**config.mk**
```make
export PLATFORM = sky130hd
export DESIGN_NAME = pcm_compander
export DESIGN_NICKNAME = d
export VERILOG_FILES = /design/src/rtl/pcm_compander_pkg.sv /design/src/rtl/cmp_compress.sv /design/src/rtl/cmp_expand.sv /design/src/rtl/pcm_compander.sv
export SDC_FILE = /design/constraint.sdc
export NUM_CORES = 1
export LEC_CHECK = 0
export ABC_AREA = 1
export CORE_UTILIZATION = 45
export CTS_CLUSTER_DIAMETER = 60
export CTS_CLUSTER_SIZE = 14
export DETAILED_ROUTE_END_ITERATION = 8
export GPL_ROUTABILITY_DRIVEN = 0
export PLACE_DENSITY = 0.73
export SLEW_MARGIN = 0
export SYNTH_ARGS = -nofsm -noshare
export SYNTH_HDL_FRONTEND = slang
export SYNTH_SLANG_ARGS = --single-unit
```
**constraint.sdc**
```tcl
create_clock -name clk -period 1.3 [get_ports clk]
set_clock_uncertainty 0.15 [all_clocks]
set_input_delay 0.39 -clock clk [delete_from_list [all_inputs] [get_ports clk]]
set_output_delay 0.39 -clock clk [all_outputs]
set_load 0.05 [all_outputs]
```
**src/rtl/pcm_compander_pkg.sv**
```systemverilog
package pcm_compander_pkg;

   localparam int unsigned LIN_W  = 16;
   localparam int unsigned CODE_W = 8;

   typedef enum logic {
      LAW_MU = 1'b0,
      LAW_A  = 1'b1
   } law_e;

   typedef enum logic {
      DIR_EXPAND   = 1'b0,
      DIR_COMPRESS = 1'b1
   } dir_e;

endpackage

```
**src/rtl/cmp_compress.sv**
```systemverilog
// Linear-to-code encoder; the law is chosen at elaboration.
module cmp_compress #(
   parameter bit IS_ALAW = 1'b0,
   parameter int WORD_W  = 16,
   parameter int CODE_W  = 8,
   parameter int MU_BIAS = 33,
   parameter int MU_CLIP = 8159
) (
   input  logic [WORD_W-1:0] lin,
   output logic [CODE_W-1:0] code
);

   if (WORD_W != 16 || CODE_W != 8) begin : g_bad_width
      $error("cmp_compress: only 16-bit linear / 8-bit code framing is supported");
   end

   if (!IS_ALAW) begin : g_mu
      localparam int TW = WORD_W - 2;
      logic signed [TW-1:0] trunc;
      logic                 neg;
      logic [TW:0]          mag;
      logic [TW-1:0]        biased;
      logic [3:0]           seg;
      logic [3:0]           mant;
      logic [CODE_W-1:0]    raw;
      logic                 unused_lo;

      assign unused_lo = ^lin[1:0];

      always_comb begin
         trunc = lin[WORD_W-1:2];
         neg   = trunc[TW-1];
         // magnitude in one extra bit so the most negative value cannot wrap
         mag   = neg ? (~{1'b1, trunc}) + 1'b1 : {1'b0, trunc};
         if (mag > (TW+1)'(MU_CLIP))
            mag = (TW+1)'(MU_CLIP);
         biased = mag[TW-1:0] + TW'(MU_BIAS);
         seg = 4'd0;
         for (int p = 6; p < TW; p++) begin
            if (biased[p]) seg = 4'(p - 5);
         end
         mant = 4'(biased >> (seg + 4'd1));
         raw  = seg[3] ? 8'h7F : {1'b0, seg[2:0], mant};
         code = raw ^ (neg ? 8'h7F : 8'hFF);
      end
   end else begin : g_a
      localparam int TW = WORD_W - 3;
      logic [TW-1:0]     trunc;
      logic              neg;
      logic [TW-2:0]     mag;
      logic [3:0]        seg;
      logic [3:0]        mant;
      logic [CODE_W-1:0] raw;
      logic              unused_lo;

      assign unused_lo = ^lin[2:0];

      always_comb begin
         trunc = lin[WORD_W-1:3];
         neg   = trunc[TW-1];
         mag   = neg ? ~trunc[TW-2:0] : trunc[TW-2:0];
         seg   = 4'd0;
         for (int p = 5; p < TW-1; p++) begin
            if (mag[p]) seg = 4'(p - 4);
         end
         mant = (seg < 4'd2) ? 4'(mag >> 1) : 4'(mag >> seg);
         raw  = {1'b0, seg[2:0], mant};
         code = raw ^ (neg ? 8'h55 : 8'hD5);
      end
   end

endmodule

```
**src/rtl/cmp_expand.sv**
```systemverilog
// Code-to-linear decoder; the law is chosen at elaboration.
module cmp_expand #(
   parameter bit IS_ALAW = 1'b0,
   parameter int WORD_W  = 16,
   parameter int CODE_W  = 8
) (
   input  logic [CODE_W-1:0] code,
   output logic [WORD_W-1:0] lin
);

   if (WORD_W != 16 || CODE_W != 8) begin : g_bad_width
      $error("cmp_expand: only 16-bit linear / 8-bit code framing is supported");
   end

   if (!IS_ALAW) begin : g_mu
      logic [CODE_W-1:0] u;
      logic [WORD_W-1:0] t;
      logic [WORD_W-1:0] mag;

      always_comb begin
         u   = ~code;
         t   = (WORD_W'({u[3:0], 3'b000}) + WORD_W'(132)) << u[6:4];
         mag = t - WORD_W'(132);
         lin = u[7] ? (WORD_W'(0) - mag) : mag;
      end
   end else begin : g_a
      logic [CODE_W-1:0] a;
      logic [WORD_W-1:0] t;

      always_comb begin
         a = code ^ 8'h55;
         if (a[6:4] == 3'd0)
            t = WORD_W'({a[3:0], 4'b0000}) + WORD_W'(8);
         else
            t = (WORD_W'({a[3:0], 4'b0000}) + WORD_W'(264)) << (a[6:4] - 3'd1);
         lin = a[7] ? t : (WORD_W'(0) - t);
      end
   end

endmodule

```
**src/rtl/pcm_compander.sv**
```systemverilog
module pcm_compander
   import pcm_compander_pkg::*;
#(
   parameter int WORD_W  = LIN_W,
   parameter int CODE_W  = pcm_compander_pkg::CODE_W,
   parameter int MU_BIAS = 33,
   parameter int MU_CLIP = 8159
) (
   input  logic              clk,
   input  logic              rst_n,
   input  logic              in_valid,
   input  logic              in_law,
   input  logic              in_dir,
   input  logic [WORD_W-1:0] in_word,
   output logic              out_valid,
   output logic [WORD_W-1:0] out_word
);

   localparam int NLAW   = 2;
   localparam int FILL_W = WORD_W - CODE_W;

   if (WORD_W != 16 || CODE_W != 8) begin : g_bad_width
      $error("pcm_compander: only 16/8 framing is supported");
   end
   if (MU_BIAS + MU_CLIP != 8192) begin : g_bad_bias
      $error("pcm_compander: mu-law bias and clip must sum to the 14-bit full scale");
   end

   logic [CODE_W-1:0] comp_code [NLAW];
   logic [WORD_W-1:0] exp_lin   [NLAW];
   law_e              law_sel;
   dir_e              dir_sel;
   logic [WORD_W-1:0] next_word;

   for (genvar L = 0; L < NLAW; L++) begin : g_law
      cmp_compress #(
         .IS_ALAW (L == 1),
         .WORD_W  (WORD_W),
         .CODE_W  (CODE_W),
         .MU_BIAS (MU_BIAS),
         .MU_CLIP (MU_CLIP)
      ) i_comp (
         .lin  (in_word),
         .code (comp_code[L])
      );
      cmp_expand #(
         .IS_ALAW (L == 1),
         .WORD_W  (WORD_W),
         .CODE_W  (CODE_W)
      ) i_exp (
         .code (in_word[CODE_W-1:0]),
         .lin  (exp_lin[L])
      );
   end

   always_comb begin
      law_sel = law_e'(in_law);
      dir_sel = dir_e'(in_dir);
      if (dir_sel == DIR_COMPRESS)
         next_word = {{FILL_W{1'b0}}, comp_code[law_sel]};
      else
         next_word = exp_lin[law_sel];
   end

   always_ff @(posedge clk or negedge rst_n) begin
      if (!rst_n) begin
         out_valid <= 1'b0;
         out_word  <= '0;
      end else begin
         out_valid <= in_valid;
         if (in_valid)
            out_word <= next_word;
      end
   end

   // one-cycle latency on the valid flag
   a_r2_valid_follows: assert property (@(posedge clk) disable iff (!rst_n)
      in_valid |=> out_valid);
   a_r2_no_spurious: assert property (@(posedge clk) disable iff (!rst_n)
      !in_valid |=> !out_valid);
   // result held in gaps
   a_r10_hold: assert property (@(posedge clk) disable iff (!rst_n)
      !in_valid |=> $stable(out_word));
   // code framing
   a_r8_upper_zero: assert property (@(posedge clk) disable iff (!rst_n)
      (in_valid && in_dir) |=> (out_word[WORD_W-1:CODE_W] == '0));
   // zero-filled low bits per law
   a_r4_mu_lsb: assert property (@(posedge clk) disable iff (!rst_n)
      (in_valid && !in_dir && !in_law) |=> (out_word[1:0] == 2'b00));
   a_r5_a_lsb: assert property (@(posedge clk) disable iff (!rst_n)
      (in_valid && !in_dir && in_law) |=> (out_word[2:0] == 3'b000));
   // saturation at the negative extreme
   a_r9_mu_floor: assert property (@(posedge clk) disable iff (!rst_n)
      (in_valid && in_dir && !in_law && in_word == 16'h8000) |=> (out_word == 16'h0000));
   a_r9_a_floor: assert property (@(posedge clk) disable iff (!rst_n)
      (in_valid && in_dir && in_law && in_word == 16'h8000) |=> (out_word == 16'h002A));
   // silence codes
   a_r6_mu_zero: assert property (@(posedge clk) disable iff (!rst_n)
      (in_valid && in_dir && !in_law && in_word == 16'h0000) |=> (out_word == 16'h00FF));
   a_r7_a_zero: assert property (@(posedge clk) disable iff (!rst_n)
      (in_valid && in_dir && in_law && in_word == 16'h0000) |=> (out_word == 16'h00D5));

endmodule

```
==> summary.md, run 1 <==
| Metric | Value |
|---|---|
| Yosys Warn Count | 0 |
| Synth area leader | nand2_1 |
| Last stage | global routing |
| Post-DP HPWL | 11200 um |
| Initial Util | 47.3% |
| Tot GR Track Use | 75.9% |
| Boundary pin count | 38 |
| Placed cell count | 1021 |
| Run status | stopped before the end |
| Top_reg_cell synth | dfrtp_1 |
| Share of the synthesized area in the top cell type | 17.2% |
| Clock root cell | clkbuf_8 |
| CTS H-tree lvls | 1 |
| TritonCTS Buffers | 3 |
| Number of flops mapped to enable cells by yosys | 0 |
| Die width | 95.6 um |
| WEP type | register input |
| Mapped Avg Cell Area | 5.61 um2 |
| End pin of the worst setup path after global-route repair | out_word[0]$_DFFE_PN0P_/D |
| Cell area after synthesis | 3950 um2 |
| Yosys cell types | 51 |
| Yosys reg bits | 17 |
| Sequential cell area fraction in the yosys report | 10.8% |
| Row Count | 33 |
| Synthesized instance count | 704 |
| Clk buf depth | 2 |
| Synth area leaders | nand2_1, dfrtp_1, nand3_1 |
| Number of port buffers | 37 |
| Die height | 95.6 um |
| Post-synth ARST share | 100% |
| Syn Nets | 740 |
| Hold Buf Count CTS | 0 |
| Pin count of the biggest net entering global routing | 22 |
| Err | [ERROR GRT-0232] Routing congestion too high. Check the congestion heatmap in the GUI. |
| Gr ovfl total | 10 |
| Sink Count | 17 |
cell usage after synthesis, types with 3 or more instances:
library cell,count
a31oi_1,5
nand2_4,10
xnor2_1,7
inv_1,93
nand3_2,7
ha_1,15
nor2_2,5
inv_2,11
o211ai_1,4
nand2_1,181
nor2_1,80
a32o_1,3
nand2_2,11
xor2_1,14
o21ai_0,58
nor2_4,3
nand4_1,5
o221ai_1,4
buf_2,6
o22ai_1,4
o31ai_1,6
buf_6,3
nor3_1,10
a21oi_1,27
clkbuf_1,10
dfrtp_1,17
nand3_1,72
logic make-up after synthesis:
kind of cell	after synthesis	synth area share (%)
and+or+nand+nor	394	46.2
muxes	2	0.507
buffers and inverters	128	13.6
AOI/OAI and AO/OA	126	19.1
xor gates and xnor gates	22	5.07
adders and majority gates	15	4.76
DFF	17	10.8
metrics by stage:
step	setup TNS (ps)	worst slack [ps]	cell area, um2	hold slack [ps]	utilization [%]
after global placement	-40750	-3110	6210	379	74.4
after floorplan	-27400	-2540	4180	-55.6	-
after detailed placement	-42930	-3320	6210	385	74.4
after CTS	-30300	-2390	7050	334	84.5
per-layer routing:
layer  GRT overflow  track usage (%)
met5              0             30.4
met2              5             90.2
met4              5             77.5
met3              0             62.8
met1              0             75.3
what timing repair did:
action	in CTS
pin swaps	76
gates cloned	2
gates resized for setup	157
setup buffers	47
endpoints found under the setup margin	33
==> run 2, diff against run 1 <==
CORE_UTILIZATION = 30   (was 45)
CTS_CLUSTER_DIAMETER = default   (was 60)
CTS_CLUSTER_SIZE = default   (was 14)
PLACE_DENSITY = default   (was 0.73)
PLACE_DENSITY_LB_ADDON = 0.15   (was default)
==> summary.md, run 2 <==
| Metric | Value |
|---|---|
| Max_cap viols | 0 |
| Slew @ Worst Pin | 440 ps |
| Initial drt markers | 346 |
| Element type at the critical path end | flop |
| Commonest non-fill, non-tap cell in the layout | buf_4 |
| Sequential cell area fraction in the yosys report | 10.8% (unchanged) |
| Yosys Warn Count | 0 (unchanged) |
| Dpl cell area | 6290 um2 (+1.4%) |
| R2R Path Start | out_word[3] |
| P_leak | 3.81 nW |
| Post-synth ARST share | 100% (unchanged) |
| Initial Util | 31.0% (-16 points) |
| Fmax | 262 MHz |
| Crit share post-route | 294% |
| Post-DP HPWL | 11200 um (+0.52%) |
| Failing checks | negative setup slack |
| Synth area leaders | nand2_1, dfrtp_1, nand3_1 |
| Die height | 117 um (+22%) |
| CTS tree | built |
| PD cells | 716 nW/um2 |
| Max Slew Vio Count | 0 |
| Slowest-stage cell, CP | a21boi_4 |
| Placed cell count | 1088 (+6.6%) |
| Die width | 117 um (+22%) |
| Post-Route WL | 14800 um |
| CP arrival | 3810 ps |
| Row Count | 41 (+24%) |
| Nets | 1024 |
| Top-count cell post-synth | nand2_1 |
| Share of the synthesized area in the top cell type | 17.2% (unchanged) |
| Diode count | 0 |
| Max VDD drop | 483 uV |
| Cell area after synthesis | 3950 um2 (unchanged) |
| Top_reg_cell synth | dfrtp_1 |
| Vias in the first global route | 5315 |
| Hold Path Class | input port to async pin |
| Pin count of the biggest net entering global routing | 22 |
| Slew headroom | 70.4% |
| Sink Count | 17 (unchanged) |
| CP max FO | 7 |
| Crit path kind | input port to flop |
| CTS H-tree lvls | 1 (unchanged) |
| Worst stage delay on the critical path | 230 ps |
| Startpoint Class | input port |
| Fin cells | 1159 |
| Gr ovfl total | 0 |
| Setup-failing EPs final | 33 |
| Run status | complete, but fails checks |
| First-pass GRT wire length | 24000 um |
| Routed wire per std cell | 12.8 um |
| TritonRoute pass-1 iters | 5 |
| Core Area | 12700 um2 |
| Most frequent CP cell | nor2_4 |
| Mapped Avg Cell Area | 5.61 um2 (unchanged) |
| Initial antenna violation count | 0 |
| TritonCTS Buffers | 3 (unchanged) |
| Area delta synth->final | 93.3% |
| Clk Latency, worst-skew pair | 240 ps |
| FF-to-FF End | out_word[3] |
| Final instance area | 7630 um2 |
| Boundary pin count | 38 (unchanged) |
| Slack of the critical path | -2520 ps |
| Top Registers | out_word (16), out_valid (1) |
| Reg2Reg Setup Slack | 250 ps |
| R2R depth | 5 |
| Die Area | 13600 um2 |
| Reg clk slew, reported paths | 50 ps |
| Clk buf depth | 2 (unchanged) |
| Final Critical Period | 3820 ps |
| Most frequent cells in the layout | buf_4, nand2_1, inv_1 |
| Unrepaired setup endpoints after global routing | true |
| Synth area leader | nand2_1 |
| Final Core Density | 60.0% |
| Reg with most FFs | out_word |
| Most instantiated cells after synthesis | nand2_1, inv_1, nor2_1 |
| Required @ worst endpoint | 1290 ps |
| Final hold viol count | 0 |
| Tot GR Track Use | 21.6% |
| Clock root cell | clkbuf_16 |
| Yosys reg bits | 17 (unchanged) |
| Synthesized instance count | 704 (unchanged) |
| Post-route DRC violation count | 0 |
| Number of port buffers | 37 (unchanged) |
| Worst Setup SP | in_word[5] |
| Number of flops mapped to enable cells by yosys | 0 (unchanged) |
| Post-route ant nets | 0 |
| Vias per inst | 4.82 |
| Max reg flops | 16 |
| Syn Nets | 740 (unchanged) |
| Routed vias | 5591 |
| Share of layout cells above drive strength 1 | 51.9% |
| Yosys cell types | 51 (unchanged) |
==> run 2: cell counts after synthesis <==
Identical to the previous run, type by type.
==> run 2: layer usage <==
| layer | share of wire [%] | vias to the layer above | GRT usage [%] | wire [um] |
|---|---|---|---|---|
| met5 | 0 | - | 0 | 0 |
| met2 | 50 | 132 | 39.1 | 7330 |
| li1 | - | 2864 | - | - |
| met4 | 2.8 | 0 | 6.58 | 415 |
| met3 | 3.2 | 42 | 1.30 | 480 |
| met1 | 44 | 2553 | 27.3 | 6580 |
==> run 2: where the power goes <==
part,internal [mW],total (mW),switching (mW)
clock network,0.416,0.607,0.191
logic,2.01,4.18,2.17
registers,0.601,0.678,0.0768
total,3.03,5.46,2.43
==> run 2: stage by stage <==
step | hold WS, ps | TNS [ps] | setup WS (ps) | total power, mW
after global placement | 384 | -41620 | -3170 | 4.03
after floorplan | -55.6 | -27400 | -2540 | 2.57
after detailed placement | 383 | -41980 | -3210 | 4.07
after CTS | 339 | -29380 | -2380 | 5.10
final | 339 | -30680 | -2520 | 5.46
after global routing | 355 | -34270 | -2800 | 5.83
==> run 2: worst max path at each step <==
stage                              to  cells past startpoint
after floorplan           out_word[0]                     37
after global placement    out_word[3]                     34
after detailed placement  out_word[3]                     35
after CTS                 out_word[0]                     34
after global routing      out_word[0]                     32
final                     out_word[0]                     33
==> run 2: cell type report <==
cell class / instances / area [um2]
repair buffers: 301 / 2660
well taps: 172 / 215
flip-flops and latches: 17 / 425
fillers: 1180 / 5090
clock buffers: 4 / 78.8
multi-input cells: 559 / 3820
inverters: 106 / 433
==> run 2: cells by family after synthesis <==
kind of cell,Yosys count,share of synthesized area [%]
simple gates,394,46.2
buf+inv,128,13.6
compound gates,126,19.1
xor+xnor,22,5.07
flops,17,10.8
fa+ha+maj,15,4.76
mux,2,0.507
==> run 2: worst max-delay path, delay by kind of cell <==
family	cells	cell delay (ps)
buf+inv	4	370
compound gates	3	570
fa+ha+maj	3	460
simple gates	23	2000
==> run 2: timing repair <==
item | in CTS | in global routing
hold endpoints to repair | 0 | 0
endpoints found under the setup margin | 33 | 33
gates cloned | 1 | 0
gates resized for setup | 163 | 107
buffers inserted | 44 | 25
hold buffers | 0 | 0
pin swaps | 75 | 67
(Power assumes the default switching activity.)
==> run 3, diff against run 2 <==
SYNTH_HIERARCHICAL = 1   (was default)
==> summary.md, run 3 <==
| Metric | Value |
|---|---|
| Run status | complete, but fails checks |
| Failing checks | negative setup slack |
| Sequential cell area fraction in the yosys report | 8.71% (-2.1 points) |
| Post-route ant nets | 0 (unchanged) |
| CP max FO | 7 (unchanged) |
| Die height | 130 um (+11%) |
| Boundary pin count | 38 (unchanged) |
| Initial antenna violation count | 0 (unchanged) |
| Required @ worst endpoint | 1290 ps (about the same) |
| Final hold viol count | 0 (unchanged) |
| Fmax | 277 MHz (+5.7%) |
| Area delta synth->final | 71.1% |
| R2R depth | 3 (-2) |
| Clk Latency, worst-skew pair | 250 ps (about the same) |
| Simple logic cell fraction of the synthesized area | 59.1% (+13 points) |
| Cell area after synthesis | 4890 um2 (+24%) |
| Hold Path Class | input port to async pin |
| Vias per inst | 4.58 (-5.0%) |
| Vias in the first global route | 5953 (+12%) |
| Pin count of the biggest net entering global routing | 18 (-18%) |
| Commonest non-fill, non-tap cell in the layout | nand2_1 |
| Synth Area in Compound Gates | 7.94% (-11 points) |
| Yosys cell types | 46 (-9.8%) |
| Slowest-stage cell, CP | a21oi_2 |
| Clk buf depth | 2 (unchanged) |
| Slack of the critical path | -2310 ps (+207 ps) |
| Unrepaired setup endpoints after global routing | true |
| Crit path kind | input port to flop |
| First-pass GRT wire length | 27500 um (+15%) |
| Most instantiated cells after synthesis | nand2_1, nand3_1, inv_1 |
| Clock root cell | clkbuf_16 |
| Post-DP HPWL | 13100 um (+17%) |
| Final Critical Period | 3610 ps (-207 ps) |
| Switch share | 46.4% (+1.8 points) |
| Number of flops mapped to enable cells by yosys | 0 (unchanged) |
| Int Pwr | 3.03 mW (+0.26%) |
| Initial Util | 30.8% (-0.26 points) |
| Worst stage delay on the critical path | 180 ps (-50 ps) |
| Initial drt markers | 256 (-26%) |
| Yosys reg bits | 17 (unchanged) |
| Core Area | 15900 um2 (+25%) |
| Synth area leader | nand2_1 |
| Final Core Density | 52.6% (-7.3 points) |
| Most frequent cells in the layout | nand2_1, buf_4, nand3_1 |
| Diode count | 0 (unchanged) |
| Die Area | 16800 um2 (+23%) |
| Crit share post-route | 278% (-16 points) |
| TritonCTS Buffers | 3 (unchanged) |
| Die width | 130 um (+11%) |
| Synth area leaders | nand2_1, nand3_1, dfrtp_1 |
| Switch Pwr | 2.63 mW (+8.0%) |
| Startpoint Class | input port |
| Max VDD drop | 604 uV (+25%) |
| Sink Count | 17 (unchanged) |
| Post-Route WL | 16600 um (+12%) |
| Share of layout cells above drive strength 1 | 46.6% (-5.3 points) |
| CTS tree | built |
| Main combinational cell family by area after synthesis | simple AND/OR/NAND/NOR gates |
| Reg with most FFs | out_word |
| CTS H-tree lvls | 1 (unchanged) |
| Nets | 1170 (+14%) |
| Share of the synthesized area in the top cell type | 21.7% (+4.5 points) |
| Reg clk slew, reported paths | 50 ps (about the same) |
| Max_cap viols | 0 (unchanged) |
| Multiplexer share of the synthesized area | 0% (-0.51 points) |
| PD cells | 677 nW/um2 (-5.4%) |
| P_leak | 4.40 nW (+15%) |
| CP arrival | 3600 ps (-210 ps) |
| Number of port buffers | 37 (unchanged) |
| Tot GR Track Use | 19.9% (-1.7 points) |
| Top_reg_cell synth | dfrtp_1 |
| Final instance area | 8360 um2 (+9.6%) |
| Adder-cell share of the synthesized area | 2.82% (-1.9 points) |
| Gr ovfl total | 0 (unchanged) |
| Element type at the critical path end | flop |
| Max reg flops | 16 (unchanged) |
| DP Worst Slack | -3260 ps (-47.0 ps) |
| Post-synth ARST share | 100% (unchanged) |
| Synthesized instance count | 893 (+27%) |
| Yosys Warn Count | 6 (+6) |
| Post-route DRC violation count | 0 (unchanged) |
| TritonRoute pass-1 iters | 4 (-1) |
| Top Registers | out_word (16), out_valid (1) |
| Dpl cell area | 7260 um2 (+15%) |
| Sequential share of power | 12.0% (-0.4 points) |
| Clock share of power | 11.1% (about the same) |
| Combinational power share | 76.8% (+0.3 points) |
| Post-Synth XOR/XNOR Area | 5.76% (+0.69 points) |
| Max Slew Vio Count | 0 (unchanged) |
| Routed vias | 6200 (+11%) |
| Setup-failing EPs final | 33 (unchanged) |
| Top-count cell post-synth | nand2_1 |
| Routed wire per std cell | 12.3 um (-3.8%) |
| Mapped Avg Cell Area | 5.47 um2 (-2.4%) |
| Row Count | 46 (+12%) |
-- run 3: final timing paths --
check | start | endpoint | slack [ps]
max in group asynchronous | rst_n | out_word[10] | 550
worst max-delay path | in_word[6] | out_word[3] | -2310
worst min-delay path | rst_n | out_word[2] | 320
min in group clk | out_word[4] | out_word[4] | 380
worst max register to register | out_word[15] | out_word[15] | 370
worst min register to register | out_word[4] | out_word[4] | 380
-- run 3: logic make-up (layout without fill, tap and decap cells) --
family                   count (synthesis)  after routing
XOR/XNOR                                27             27
adder cells (fa/ha/maj)                 11             11
other                                    2              5
buffers and inverters                  168            409
AND/OR/NAND/NOR                        606            606
AO/OA/AOI/OAI                           62             62
flip-flops                              17             17
-- run 3: area by class of cell --
class / instances / area (um2)
clock buffers: 3 / 75.1
clock inverters: 1 / 7.51
fillers: 1634 / 7520
inverters: 140 / 597
multi-input cells: 711 / 4500
flip-flops and latches: 17 / 425
well taps: 216 / 270
repair buffers: 265 / 2490
-- run 3: layer usage --
metal	GRT usage (%)	share of wire, %	up-vias
li1	-	-	3296
met1	25.7	45	2820
met2	37.2	51	70
met3	0.950	1.8	14
met4	2.39	1.4	0
met5	0	0	-
-- run 3: what timing repair did --
action	in CTS	in global routing
pin swaps	57	68
cloned	2	0
endpoints found under the hold margin	0	0
setup endpoints to repair	33	33
hold buffers	0	0
setup buffers	27	15
resized for setup	110	138
-- run 3: worst max-delay path, delay by kind of cell --
kind	cells	cell delay, ps
simple gates	22	1840
fa+ha+maj	2	290
compound gates	5	560
buf+inv	6	510
-- run 3: power by group through the flow --
stage / clock network [mW] / logic (mW) / registers [mW]
floorplan: 0 / 2.06 / 0.901
global placement: 0 / 3.78 / 0.695
detailed placement: 0 / 3.79 / 0.693
CTS: 0.646 / 4.08 / 0.685
global route: 0.664 / 4.76 / 0.690
finish: 0.629 / 4.35 / 0.682
-- run 3: per-stage QoR --
step | power (mW) | std cells | hold WS [ps] | setup TNS, ps
floorplan | 2.96 | 896 | -55.6 | -23360
global placement | 4.48 | 1309 | 384 | -39860
CTS | 5.41 | 1342 | 325 | -27570
global route | 6.11 | 1353 | 356 | -29270
detailed placement | 4.48 | 1309 | 380 | -40160
finish | 5.66 | 1353 | 325 | -26150
==> run 4, diff against run 3 <==
CTS_BUF_LIST = sky130_fd_sc_hd__clkbuf_4 sky130_fd_sc_hd__clkbuf_8 sky130_fd_sc_hd__clkbuf_16   (was default)
SETUP_SLACK_MARGIN = 0.15   (was default)
clock period = 3 ns   (was 1.3 ns; I/O delays follow)
==> summary.md, run 4 (same netlist as run 3, synthesis figures left out) <==
| Metric | Value |
|---|---|
| Die height | 130 um (unchanged) |
| Post-route ant nets | 0 (unchanged) |
| Run status | complete, but fails checks |
| Placed cell count | 1311 (+0.15%) |
| Clk buf depth | 2 (unchanged) |
| Reg with most FFs | out_word |
| Required @ worst endpoint | 2990 ps (+1700 ps) |
| Max Slew Vio Count | 0 (unchanged) |
| Top Registers | out_word (16), out_valid (1) |
| Slowest-stage cell, CP | a21oi_2 |
| Final Core Density | 52.8% (+0.15 points) |
| Post-Route WL | 16700 um (+0.28%) |
| Element type at the critical path end | flop |
| Slew @ Worst Pin | 510 ps |
| Setup TNS | -7430 ps (+18730 ps) |
| Post-route DRC violation count | 0 (unchanged) |
| Vias in the first global route | 6100 (+2.5%) |
| Max reg flops | 16 (unchanged) |
| Failing checks | negative setup slack |
| Worst stage delay on the critical path | 190 ps (about the same) |
| Number of port buffers | 37 (unchanged) |
| Die Area | 16800 um2 (unchanged) |
| CP arrival | 4270 ps (+670 ps) |
| TritonRoute pass-1 iters | 4 (unchanged) |
| Diode count | 0 (unchanged) |
| Routed vias | 6294 (+1.5%) |
| P_leak | 4.39 nW (-0.19%) |
| Slack of the critical path | -1290 ps (+1030 ps) |
| Routed wire per std cell | 12.2 um (-0.45%) |
| Gr ovfl total | 0 (unchanged) |
| Fmax | 233 MHz |
| Initial Util | 30.8% (unchanged) |
| Initial antenna violation count | 0 (unchanged) |
| Crit path kind | input port to flop |
| Max_cap viols | 0 (unchanged) |
| Clk Latency, worst-skew pair | 250 ps (about the same) |
| Most frequent CP cell | nand2_4 |
| Post-DP HPWL | 13000 um (-1.2%) |
| Fin cells | 1363 (+0.74%) |
| Final instance area | 8390 um2 (+0.28%) |
| Tot GR Track Use | 20.4% (+0.56 points) |
| Crit share post-route | 143% |
| Hold Path Class | flop to flop |
| Die width | 130 um (unchanged) |
| Hold Buf Count CTS | 0 (unchanged) |
| Nets | 1180 (+0.85%) |
| Dpl cell area | 7040 um2 (-2.9%) |
| Most frequent cells in the layout | nand2_1, buf_4, nand3_1 |
| CTS tree | built |
| CP max FO | 7 (unchanged) |
| TritonCTS Buffers | 3 (unchanged) |
| CTS H-tree lvls | 1 (unchanged) |
| Row Count | 46 (unchanged) |
| Slew headroom | 65.9% |
| Share of layout cells above drive strength 1 | 47.3% (+0.64 points) |
| Sink Count | 17 (unchanged) |
| Core Area | 15900 um2 (unchanged) |
| Vias per inst | 4.62 (+0.77%) |
| Pin count of the biggest net entering global routing | 25 (+7) |
| Clock root cell | clkbuf_16 |
| Commonest non-fill, non-tap cell in the layout | nand2_1 |
| Area delta synth->final | 71.6% |
| First-pass GRT wire length | 28300 um (+3.0%) |
| Initial drt markers | 328 (+28%) |
| Reg clk slew, reported paths | 50 ps (about the same) |
| Startpoint Class | input port |
| Boundary pin count | 38 (unchanged) |
| Max VDD drop | 257 uV (-57%) |
| Fill cells | 1632 (-0.12%) |
| Setup-failing EPs final | 8 (-76%) |
| DP Worst Slack | -2120 ps (+1140 ps) |
| PD cells | 288 nW/um2 (-57%) |
| Unrepaired setup endpoints after global routing | true |
| Final Critical Period | 4290 ps |
| Final hold viol count | 0 (unchanged) |
==> run 4: changes by cell type in the layout (fill, tap and decap cells not counted), moves of 4 or more <==
cell	delta
nand3_4	+4
clkdlybuf4s50_1	+17
buf_12	-20
nand3_1	-10
buf_6	+6
nor2_2	+6
nor2_1	-7
buf_4	+9
nand2_4	+4
nand2_1	-9
nand2_2	+5
nand3_2	+6
==> run 4: path summary, 6_finish.rpt <==
kind | start | endpoint | slack, ps | cells after the start
worst min register to register | out_word[10] | out_word[10] | 340 | 2
min in group asynchronous | rst_n | out_word[7] | 830 | 2
max in group asynchronous | rst_n | out_word[4] | 1680 | 2
worst min-delay path | out_word[10] | out_word[10] | 340 | 2
worst max register to register | out_word[7] | out_word[7] | 2190 | 2
worst max-delay path | in_word[2] | out_word[3] | -1290 | 35
==> run 4: layout make-up <==
| type | instances | area, um2 | share of cell area, % |
|---|---|---|---|
| Tap cell | 216 | 270 | 3.22 |
| Inverter | 140 | 599 | 7.15 |
| Multi-Input combinational cell | 711 | 4630 | 55.2 |
| Clock buffer | 3 | 75.1 | 0.895 |
| Sequential cell | 17 | 425 | 5.07 |
| Timing Repair Buffer | 275 | 2380 | 28.4 |
| Clock inverter | 1 | 5.00 | 0.0597 |
==> run 4: per-stage QoR <==
stage	hold slack (ps)	total power [mW]
after global routing	360	2.63
after detailed placement	320	1.85
final	336	2.42
after global placement	321	1.85
after floorplan	454	1.28
after CTS	344	2.31
==> run 4: what timing repair did <==
| item | in CTS | in global routing |
|---|---|---|
| cloned | 2 | 0 |
| pin swaps | 85 | 79 |
| endpoints found under the setup margin | 16 | 16 |
| setup buffers | 34 | 12 |
| gates resized for setup | 180 | 100 |
==> run 4: critical path, delay by kind of cell <==
kind | cells | cell delay [ps]
AND/OR/NAND/NOR | 19 | 1590
AO/OA/AOI/OAI | 6 | 740
buffers and inverters | 7 | 580
adder cells (fa/ha/maj) | 3 | 460
==> run 4: where the power goes <==
part / switching (mW) / internal (mW)
logic: 1.04 / 0.833
registers: 0.0194 / 0.261
clock network: 0.0869 / 0.178
total: 1.14 / 1.27
==> run 4: per-layer routing <==
| layer | share of wire [%] | global-route usage, % | wire length, um |
|---|---|---|---|
| met4 | 1.6 | 2.39 | 269 |
| met3 | 1.7 | 0.826 | 284 |
| met5 | 0 | 0 | 0 |
| met1 | 45 | 26.3 | 7460 |
| met2 | 52 | 38.5 | 8660 |
